$ cat config.mk
export PLATFORM = sky130hd
export DESIGN_NAME = flash_cmd_ctrl
export DESIGN_NICKNAME = d
export VERILOG_FILES = /design/src/rtl/flash_cmd_pkg.sv /design/src/rtl/flash_cmd_array.sv /design/src/rtl/flash_cmd_fsm.sv /design/src/rtl/flash_cmd_ctrl.sv
export SDC_FILE = /design/constraint.sdc
export NUM_CORES = 2
export LEC_CHECK = 0
export BUFFER_PORTS_ARGS = -buffer_cell sky130_fd_sc_hd__buf_4
export CORE_UTILIZATION = 29
export DETAILED_ROUTE_END_ITERATION = 12
export GPL_TIMING_DRIVEN = 0
export MAX_ROUTING_LAYER = met4
export SLEW_MARGIN = 20
export SYNTH_ARGS = -nofsm -noshare
export SYNTH_HDL_FRONTEND = slang
export SYNTH_SLANG_ARGS = --single-unit
$ cat constraint.sdc
create_clock -name clk_i -period 4.7 [get_ports clk_i]
set_input_delay 0.235 -clock clk_i [delete_from_list [all_inputs] [get_ports clk_i]]
set_output_delay 0.235 -clock clk_i [all_outputs]
set_load 0.05 [all_outputs]
$ cat src/rtl/flash_cmd_pkg.sv
package flash_cmd_pkg;
  typedef enum logic [2:0] {
    ST_IDLE, ST_WR_SETUP, ST_ER_SETUP, ST_WR_BUSY, ST_ER_BUSY, ST_ER_SUSP
  } fc_state_e;

  localparam logic [7:0] CMD_RD_ARR  = 8'hFF;
  localparam logic [7:0] CMD_RD_STAT = 8'h70;
  localparam logic [7:0] CMD_CLR     = 8'h50;
  localparam logic [7:0] CMD_WR      = 8'h40;
  localparam logic [7:0] CMD_ERASE   = 8'h20;
  localparam logic [7:0] CMD_CONFIRM = 8'hD0;
  localparam logic [7:0] CMD_SUSP    = 8'hB0;
  localparam logic [7:0] ABORT_KEEP  = 8'hF0;
endpackage

$ cat src/rtl/flash_cmd_array.sv
module flash_cmd_array #(
  parameter int DEPTH  = 256,
  parameter int ADDR_W = 8
) (
  input  logic                  clk_i,
  input  logic                  rst_ni,
  input  logic                  pgm_en_i,
  input  logic [ADDR_W-1:0]     pgm_addr_i,
  input  logic [7:0]            pgm_data_i,
  input  logic                  ers_en_i,
  input  logic [ADDR_W-1:0]     ers_addr_i,
  output logic [DEPTH-1:0][7:0] mem_o
);
  for (genvar g = 0; g < DEPTH; g++) begin : g_byte
    always_ff @(posedge clk_i or negedge rst_ni) begin
      if (!rst_ni)                                       mem_o[g] <= 8'hFF;
      else if (ers_en_i && ers_addr_i == ADDR_W'(g))     mem_o[g] <= 8'hFF;
      else if (pgm_en_i && pgm_addr_i == ADDR_W'(g))     mem_o[g] <= mem_o[g] & pgm_data_i;
    end
  end
endmodule

$ cat src/rtl/flash_cmd_fsm.sv
module flash_cmd_fsm
  import flash_cmd_pkg::*;
#(
  parameter int ADDR_W    = 8,
  parameter int OFF_W     = 4,
  parameter int BLK_BYTES = 16,
  parameter int WR_CYC    = 8
) (
  input  logic              clk_i,
  input  logic              rst_ni,
  input  logic              pd_i,
  input  logic              vpp_ok_i,
  input  logic              wr_stb_i,
  input  logic [ADDR_W-1:0] addr_i,
  input  logic [7:0]        data_i,
  output logic              pgm_en_o,
  output logic [ADDR_W-1:0] pgm_addr_o,
  output logic [7:0]        pgm_data_o,
  output logic              ers_en_o,
  output logic [ADDR_W-1:0] ers_addr_o,
  output logic              rd_stat_o,
  output logic [7:0]        sts_o,
  output fc_state_e         st_o
);
  localparam int WCW   = $clog2(WR_CYC + 1);
  localparam int CNT_W = (OFF_W > WCW) ? OFF_W : WCW;
  localparam logic [CNT_W-1:0] ERS_LAST = CNT_W'(BLK_BYTES - 1);
  localparam logic [CNT_W-1:0] WR_LOAD  = CNT_W'(WR_CYC - 1);

  fc_state_e         st_q;
  logic [CNT_W-1:0]  cnt_q;
  logic [ADDR_W-1:0] op_addr_q;
  logic [7:0]        op_data_q;
  logic              rd_stat_q, ers_err_q, wr_err_q, vpp_low_q;
  logic              busy, abort;

  assign busy  = (st_q == ST_WR_BUSY) || (st_q == ST_ER_BUSY);
  assign abort = busy && (pd_i || !vpp_ok_i);

  always_comb begin
    pgm_en_o   = 1'b0;
    pgm_addr_o = op_addr_q;
    pgm_data_o = op_data_q;
    ers_en_o   = 1'b0;
    ers_addr_o = {op_addr_q[ADDR_W-1:OFF_W], cnt_q[OFF_W-1:0]};
    if (st_q == ST_WR_BUSY) begin
      if (abort) begin
        pgm_en_o   = 1'b1;
        pgm_data_o = op_data_q | ABORT_KEEP;  // partial program
      end else if (cnt_q == '0) begin
        pgm_en_o = 1'b1;
      end
    end
    if (st_q == ST_ER_BUSY && !abort) ers_en_o = 1'b1;
  end

  always_ff @(posedge clk_i or negedge rst_ni) begin
    if (!rst_ni) begin
      st_q <= ST_IDLE; cnt_q <= '0; op_addr_q <= '0; op_data_q <= '0;
      rd_stat_q <= 1'b0; ers_err_q <= 1'b0; wr_err_q <= 1'b0; vpp_low_q <= 1'b0;
    end else if (pd_i) begin
      st_q <= ST_IDLE; rd_stat_q <= 1'b0;
      ers_err_q <= 1'b0; wr_err_q <= 1'b0; vpp_low_q <= 1'b0;
    end else begin
      unique case (st_q)
        ST_IDLE: if (wr_stb_i) begin
          case (data_i)
            CMD_RD_ARR:  rd_stat_q <= 1'b0;
            CMD_RD_STAT: rd_stat_q <= 1'b1;
            CMD_CLR:     begin ers_err_q <= 1'b0; wr_err_q <= 1'b0; vpp_low_q <= 1'b0; end
            CMD_WR:      st_q <= ST_WR_SETUP;
            CMD_ERASE:   st_q <= ST_ER_SETUP;
            default: ;
          endcase
        end
        ST_WR_SETUP: if (wr_stb_i) begin
          op_addr_q <= addr_i; op_data_q <= data_i; rd_stat_q <= 1'b1;
          if (!vpp_ok_i) begin
            wr_err_q <= 1'b1; vpp_low_q <= 1'b1; st_q <= ST_IDLE;
          end else begin
            st_q <= ST_WR_BUSY; cnt_q <= WR_LOAD;
          end
        end
        ST_ER_SETUP: if (wr_stb_i) begin
          rd_stat_q <= 1'b1;
          if (data_i != CMD_CONFIRM) begin
            ers_err_q <= 1'b1; wr_err_q <= 1'b1; st_q <= ST_IDLE;
          end else if (!vpp_ok_i) begin
            ers_err_q <= 1'b1; vpp_low_q <= 1'b1; st_q <= ST_IDLE;
          end else begin
            op_addr_q <= addr_i; cnt_q <= '0; st_q <= ST_ER_BUSY;
          end
        end
        ST_WR_BUSY:
          if (!vpp_ok_i) begin
            wr_err_q <= 1'b1; vpp_low_q <= 1'b1; st_q <= ST_IDLE;
          end else if (cnt_q == '0) st_q <= ST_IDLE;
          else cnt_q <= cnt_q - 1'b1;
        ST_ER_BUSY:
          if (!vpp_ok_i) begin
            ers_err_q <= 1'b1; vpp_low_q <= 1'b1; st_q <= ST_IDLE;
          end else if (cnt_q == ERS_LAST) st_q <= ST_IDLE;  // completion beats suspend
          else begin
            cnt_q <= cnt_q + 1'b1;
            if (wr_stb_i && data_i == CMD_SUSP) st_q <= ST_ER_SUSP;
          end
        ST_ER_SUSP: if (wr_stb_i) begin
          case (data_i)
            CMD_RD_ARR:  rd_stat_q <= 1'b0;
            CMD_RD_STAT: rd_stat_q <= 1'b1;
            CMD_CONFIRM: begin rd_stat_q <= 1'b1; st_q <= ST_ER_BUSY; end
            default: ;
          endcase
        end
        default: st_q <= ST_IDLE;
      endcase
    end
  end

  assign rd_stat_o = rd_stat_q;
  assign st_o      = st_q;
  assign sts_o     = {!busy, st_q == ST_ER_SUSP, ers_err_q, wr_err_q, vpp_low_q, 3'b000};
endmodule

$ cat src/rtl/flash_cmd_ctrl.sv
module flash_cmd_ctrl
  import flash_cmd_pkg::*;
#(
  parameter int NUM_BLK   = 16,
  parameter int BLK_BYTES = 16,
  parameter int WR_CYC    = 8,
  localparam int DEPTH    = NUM_BLK * BLK_BYTES,
  localparam int ADDR_W   = $clog2(DEPTH),
  localparam int OFF_W    = $clog2(BLK_BYTES)
) (
  input  logic              clk_i,
  input  logic              rst_ni,
  input  logic              pwr_dn_ni,
  input  logic              vpp_ok_i,
  input  logic              ce_ni,
  input  logic              we_ni,
  input  logic              oe_ni,
  input  logic [ADDR_W-1:0] addr_i,
  input  logic [7:0]        data_i,
  output logic [7:0]        data_o,
  output logic              rdy_o
);
  logic                  pd, wr_stb, pgm_en, ers_en, rd_stat;
  logic [ADDR_W-1:0]     pgm_addr, ers_addr;
  logic [7:0]            pgm_data, sts;
  logic [DEPTH-1:0][7:0] mem;
  fc_state_e             st;

  assign pd     = !pwr_dn_ni;
  assign wr_stb = !ce_ni && !we_ni && !pd;

  flash_cmd_fsm #(
    .ADDR_W(ADDR_W), .OFF_W(OFF_W), .BLK_BYTES(BLK_BYTES), .WR_CYC(WR_CYC)
  ) u_fsm (
    .clk_i, .rst_ni, .pd_i(pd), .vpp_ok_i, .wr_stb_i(wr_stb), .addr_i, .data_i,
    .pgm_en_o(pgm_en), .pgm_addr_o(pgm_addr), .pgm_data_o(pgm_data),
    .ers_en_o(ers_en), .ers_addr_o(ers_addr), .rd_stat_o(rd_stat),
    .sts_o(sts), .st_o(st)
  );

  flash_cmd_array #(.DEPTH(DEPTH), .ADDR_W(ADDR_W)) u_array (
    .clk_i, .rst_ni, .pgm_en_i(pgm_en), .pgm_addr_i(pgm_addr), .pgm_data_i(pgm_data),
    .ers_en_i(ers_en), .ers_addr_i(ers_addr), .mem_o(mem)
  );

  assign rdy_o  = pd || sts[7];
  assign data_o = (pd || ce_ni || oe_ni) ? 8'h00 : (rd_stat ? sts : mem[addr_i]);
endmodule

[Word level (Yosys, flattened, before mapping)]
Index checks and enable logic that the tools add are counted.
Word-level totals
  register bits: 2075
  bits of input ports: 23
Cells by class
  add/subtract/negate cells: 2
  bitwise gates (word level): 256
  order comparisons: 1
  multiplexer cells: 579
  equality and inequality tests: 551
  reduce and logical (&&, ||, !) cells: 801
Operators with widths (count)
  two-way mux 8 bit: 521
  == test 8 bit (second input constant): 259
  AND 8 bit: 256
  == test 8 x 7 -> 1 bit (second input constant): 131
  == test 8 x 6 -> 1 bit (second input constant): 65
  logical AND 1 bit: 517
  nonzero test 2 bit: 257
  == test 8 x 5 -> 1 bit (second input constant): 32
  == test 8 x 4 -> 1 bit (second input constant): 16
  binary-select mux 8 bit (select 8 bit): 1
  == test 8 x 3 -> 1 bit (second input constant): 8
  two-way mux 3 bit: 13
  two-way mux 4 bit: 9
  == test 8 x 2 -> 1 bit (second input constant): 4
  two-way mux 1 bit: 24
  AND reduction 6 bit: 4
  != test 3 x 2 -> 1 bit (second input constant): 7
  one-hot mux 3 bit (6 select lines): 1
  == test 8 x 1 -> 1 bit (second input constant): 2
  zero test 8 bit: 2
  one-hot mux 4 bit (4 select lines): 1
  one-hot mux 8 bit (2 select lines): 1
  != test 2 bit (second input constant): 7
  AND reduction 11 bit: 1
  31 further kinds: 51

[Depth between registers and ports, before layout]
  depth after elaboration: 9
  gate-level depth with buffers: 14
  gate-level depth less buffers: 9

[Cells and area by module]
From an unflattened synthesis, not the netlist that was laid out.
Second synthesis, totals
  cells, all modules: 9113
  area, all modules: 106070.5 um^2
Modules (own cells, without submodules)
  flash_cmd_array: cells each 7461, area each 86544.3 um^2, instances 1
  flash_cmd_ctrl: cells each 1454, area each 17639.4 um^2, instances 1
  flash_cmd_fsm: cells each 198, area each 1886.8 um^2, instances 1

[Least setup slack after synthesis]
Ideal clock, no wire load.
  path type: in2out
  start point: input port addr_i[0]
  end point: output port data_o[6]
  setup slack: 1.070 ns
  data arrival time: 3.395 ns
  cell stages on the path: 12
  required time: 4.465 ns
  cells stage by stage: buf_6 -> buf_6 -> buf_6 -> buf_6 -> buf_6 -> buf_6 -> nor2_1 -> a22oi_1 -> nand4_1 -> nand3_1 -> nor3_1 -> o41ai_1
On the way
  cells in the longest elaborated chain, start to end: 4
Ends and longest elaborated chain
  start, declared: line flash_cmd_ctrl.sv:18  | input logic [ADDR_W-1:0] addr_i,
  binary-select mux 8 bit (select 8 bit): line flash_cmd_ctrl.sv:47  | assign data_o = (pd || ce_ni || oe_ni) ? 8'h00 : (rd_stat ? sts : mem[addr_i]);
  two-way mux 8 bit (implied by the code): line flash_cmd_ctrl.sv:47
  two-way mux 8 bit (2 in series): line flash_cmd_ctrl.sv:47
  end, declared: line flash_cmd_ctrl.sv:20  | output logic [7:0] data_o,
Every way passes these cells. The select of a mux whose other input is x is not followed.

[Worst setup path in the final report]
  start point: input port addr_i[2]
  end point: output port data_o[7]
The elaborated chain is that of the path after synthesis.

==> flow_summary_export.csv <==
group,metric,value,unit
global_route,grt_pass1_vias,77200,
timing,hold_violations,0,
timing,worst_pin_slew,1.30,ns
detailed_routing,via_per_inst,6.16,
worst_setup_path,crit_path_end,"data_o[7]",
run_status,violations,"design-rule violations, negative setup slack",
logic_synthesis,synthCells,8655,
pwr,p_leak,0.0507,µW
detailed_routing,drtIter0Drc,14900,
detailed_routing,vias,84100,
clocking,clockBufferDepth,3,
worst_setup_path,crit_start,"addr_i[2]",
global_route,grt_max_degree,151,
logic_synthesis,yosysSeqAreaShare,0.576,
timing,final.min_clock_period,5.04,ns
logic_synthesis,synth-seq-cells,2075,
worst_setup_path,rrSetupSlack,-0.14,ns
timing,slew_violations,0,
timing,max_slew_margin,0.131,
worst_setup_path,r2r_cells,8,
place,placed_cell_area,103000,µm²
logic_synthesis,synth_fp_nets,8680,
final_layout,area_growth,18.0,%
logic_synthesis,synth.distinct_cells,81,
detailed_routing,wl_per_cell,40.1,µm
floorplanning,die_area,329000,µm²
final_layout,final_cell_area,112000,µm²
floorplanning,placementRows,209,
run,cap_violations,0,
global_route,grt_overflow,0,
global_route,antenna_found_initial,104,
timing,layout_setup_ws,-0.335,ns
timing,whs,0.122,ns
logic_synthesis,syn_area,94700,µm²
detailed_routing,dr.pass1.iters,10,
floorplanning,start_util,0.292,
min_path,holdCritPathClass,"in2reg",
final_layout,fill_cells,32300,
worst_setup_path,end_kind,"output pin",
clocking,cts_buffers,224,
detailed_routing,drt_wl_total,547,mm
worst_setup_path,crit_fanout,10,
detailed_routing,drcViolationCount,12,
floorplanning,die_height,573,µm
worst_setup_path,critical_path_arrival,4.80,ns
timing,setup_tns,-3.04,ns
floorplanning,core-area,325000,µm²
worst_setup_path,r2r-start,"u_fsm.cnt_q[0]$_DFFE_PN0P_",
place,place.gp.congestion,1.10,
clocking,clk_pin_slew,0.07,ns
worst_setup_path,startpoint_type,"primary input",
clocking,cts_tree,"yes",
final_layout,fin_nets,9041,
logic_synthesis,yosysWarnings,0,
final_layout,drive_above_1_share,0.364,
logic_synthesis,synth_edf_count,0,
worst_setup_path,cp_data_required_time,4.47,ns
worst_setup_path,critPathKind,"in2out",
global_route,grt_pass1_wl,721,mm
logic_synthesis,yosys_most_used_dff,"dfstp_2",
logic_synthesis,syn_avg_cell_area,10.9,µm²
floorplanning,fp.dieW,573,µm
final_layout,seqCellArea,54500,µm²
place,dpl.hpwl,389,mm
timing,fin_skew,0.0905,ns
global_route,track_usage,0.335,
clocking,clk-insertion-delay-late,0.94,ns
logic_synthesis,async_flop_share,1.00,
final_layout,final_common_cell,"nand2_1",
final_layout,fin_util,0.344,
pwr,vdd_drop_max,395,µV
floorplanning,num_io_pins,32,
final_layout,final_cell_mix,"nand2_1 (2,650), o21ai_0 (2,067), dfstp_2 (2,048)",
pwr,power.density,433,nW/µm²
place,place_ws,-1.72,ns
detailed_routing,postRouteAntennaNets,0,
timing,finalCritPeriodShare,1.07,
clocking,cts_max_level,4,
worst_setup_path,r2r-end,"u_array.mem_o[234]$_DFFE_PN1P_",
timing,setup_viol,26,
place,numPortBuffers,26,
final_layout,multi_input_area,38100,µm²
run_status,status,"complete, but fails checks",
clocking,cts_root_buffer,"clkbuf_16",
timing,fmax,199,MHz
clocking,clock-sinks,2075,
[through the flow]
| step | power (µW) | cells |
|---|---|---|
| 2_1_floorplan | 21700 | 8655 |
| 3_3_place_gp | 28000 | 13000 |
| 3_5_place_dp | 28600 | 13100 |
| 6_report | 48300 | 13600 |
| 5_1_grt | 48300 | 13600 |
| 4_1_cts | 47300 | 13500 |
[flip-flops by register name, summed over array words and instances (netlist names)]
name              cells
u_fsm.op_data_q       8
u_fsm.st_o            3
u_fsm.vpp_low_q       1
u_array.mem_o      2048
u_fsm.wr_err_q        1
u_fsm.ers_err_q       1
u_fsm.pgm_addr_o      8
u_fsm.rd_stat_o       1
u_fsm.cnt_q           4
[cell usage after synthesis (46+ instances only)]
master,number,area [µm²]
buf_2,57,285
nor2_1,114,428
a21oi_1,52,260
nor3_1,57,285
o21ai_0,2069,10400
mux4_1,46,1210
o22ai_1,63,394
nand2_1,2651,9950
mux4_2,439,9890
buf_6,47,529
dfstp_2,2048,53800
mux2i_1,141,1410
clkbuf_1,316,1190
[worst min path at each step]
stage	from	cells after the start	to
after floorplan	rst_ni	0	u_fsm.cnt_q[0]$_DFFE_PN0P_
after global placement	u_array.mem_o[171]$_DFFE_PN1P_	2	u_array.mem_o[171]$_DFFE_PN1P_
after detailed placement	rst_ni	1	u_fsm.op_data_q[5]$_DFFE_PN0P_
after CTS	data_i[3]	3	u_fsm.op_data_q[3]$_DFFE_PN0P_
after global routing	data_i[1]	3	u_fsm.op_data_q[1]$_DFFE_PN0P_
final	data_i[0]	3	u_fsm.op_data_q[0]$_DFFE_PN0P_
[kinds of logic after synthesis]
logic type,count (synthesis),synth area share
flip-flops,2075,0.576
XOR/XNOR,5,0.000463
adder cells (fa/ha/maj),3,0.000370
multiplexers,650,0.135
AO/OA/AOI/OAI,2396,0.134
buffers and inverters,510,0.0294
AND/OR/NAND/NOR,3016,0.126
[layout make-up]
type                    instances  area share
inverters                       9    0.000302
diodes                        117     0.00262
plain buffers                 494      0.0298
flip-flops and latches       2075       0.488
clock buffers                 338      0.0594
repair buffers                142      0.0208
multi-input cells            6070       0.341
clock inverters                76      0.0102
well taps                    4325      0.0484
[per-layer routing]
layer / vias up / track usage / wire, µm
li1: 31400 / - / -
met1: 43800 / 0.397 / 196000
met2: 6993 / 0.432 / 216000
met3: 1826 / 0.154 / 83300
met4: 0 / 0.261 / 51300
met5: - / - / 0
[critical path, stage by stage]
cell	delay [ns]
buf_4	0.13
clkbuf_1	0.32
buf_2	0.38
and2_1	0.17
clkbuf_1	0.82
clkbuf_2	0.70
a221oi_1	0.22
o21ai_2	0.23
o21ai_0	0.24
nor4_4	0.63
a221o_1	0.41
buf_4	0.27
[power breakdown]
group / internal [µW] / leakage, µW / total (µW) / switching [µW]
registers: 18100 / 0.0214 / 18200 / 143
logic: 1570 / 0.0255 / 11200 / 9610
clock network: 10700 / 0.00378 / 19000 / 8250
total: 30300 / 0.0507 / 48300 / 18000
[what timing repair did]
item,CTS,global route
hold buffers,16,0
endpoints found under the setup margin,88,7
pin swaps,6,4
gates resized for setup,188,40
setup buffers,0,2
hold endpoints to repair,126,0
No activity file was read; power rests on OpenSTA's default activity.
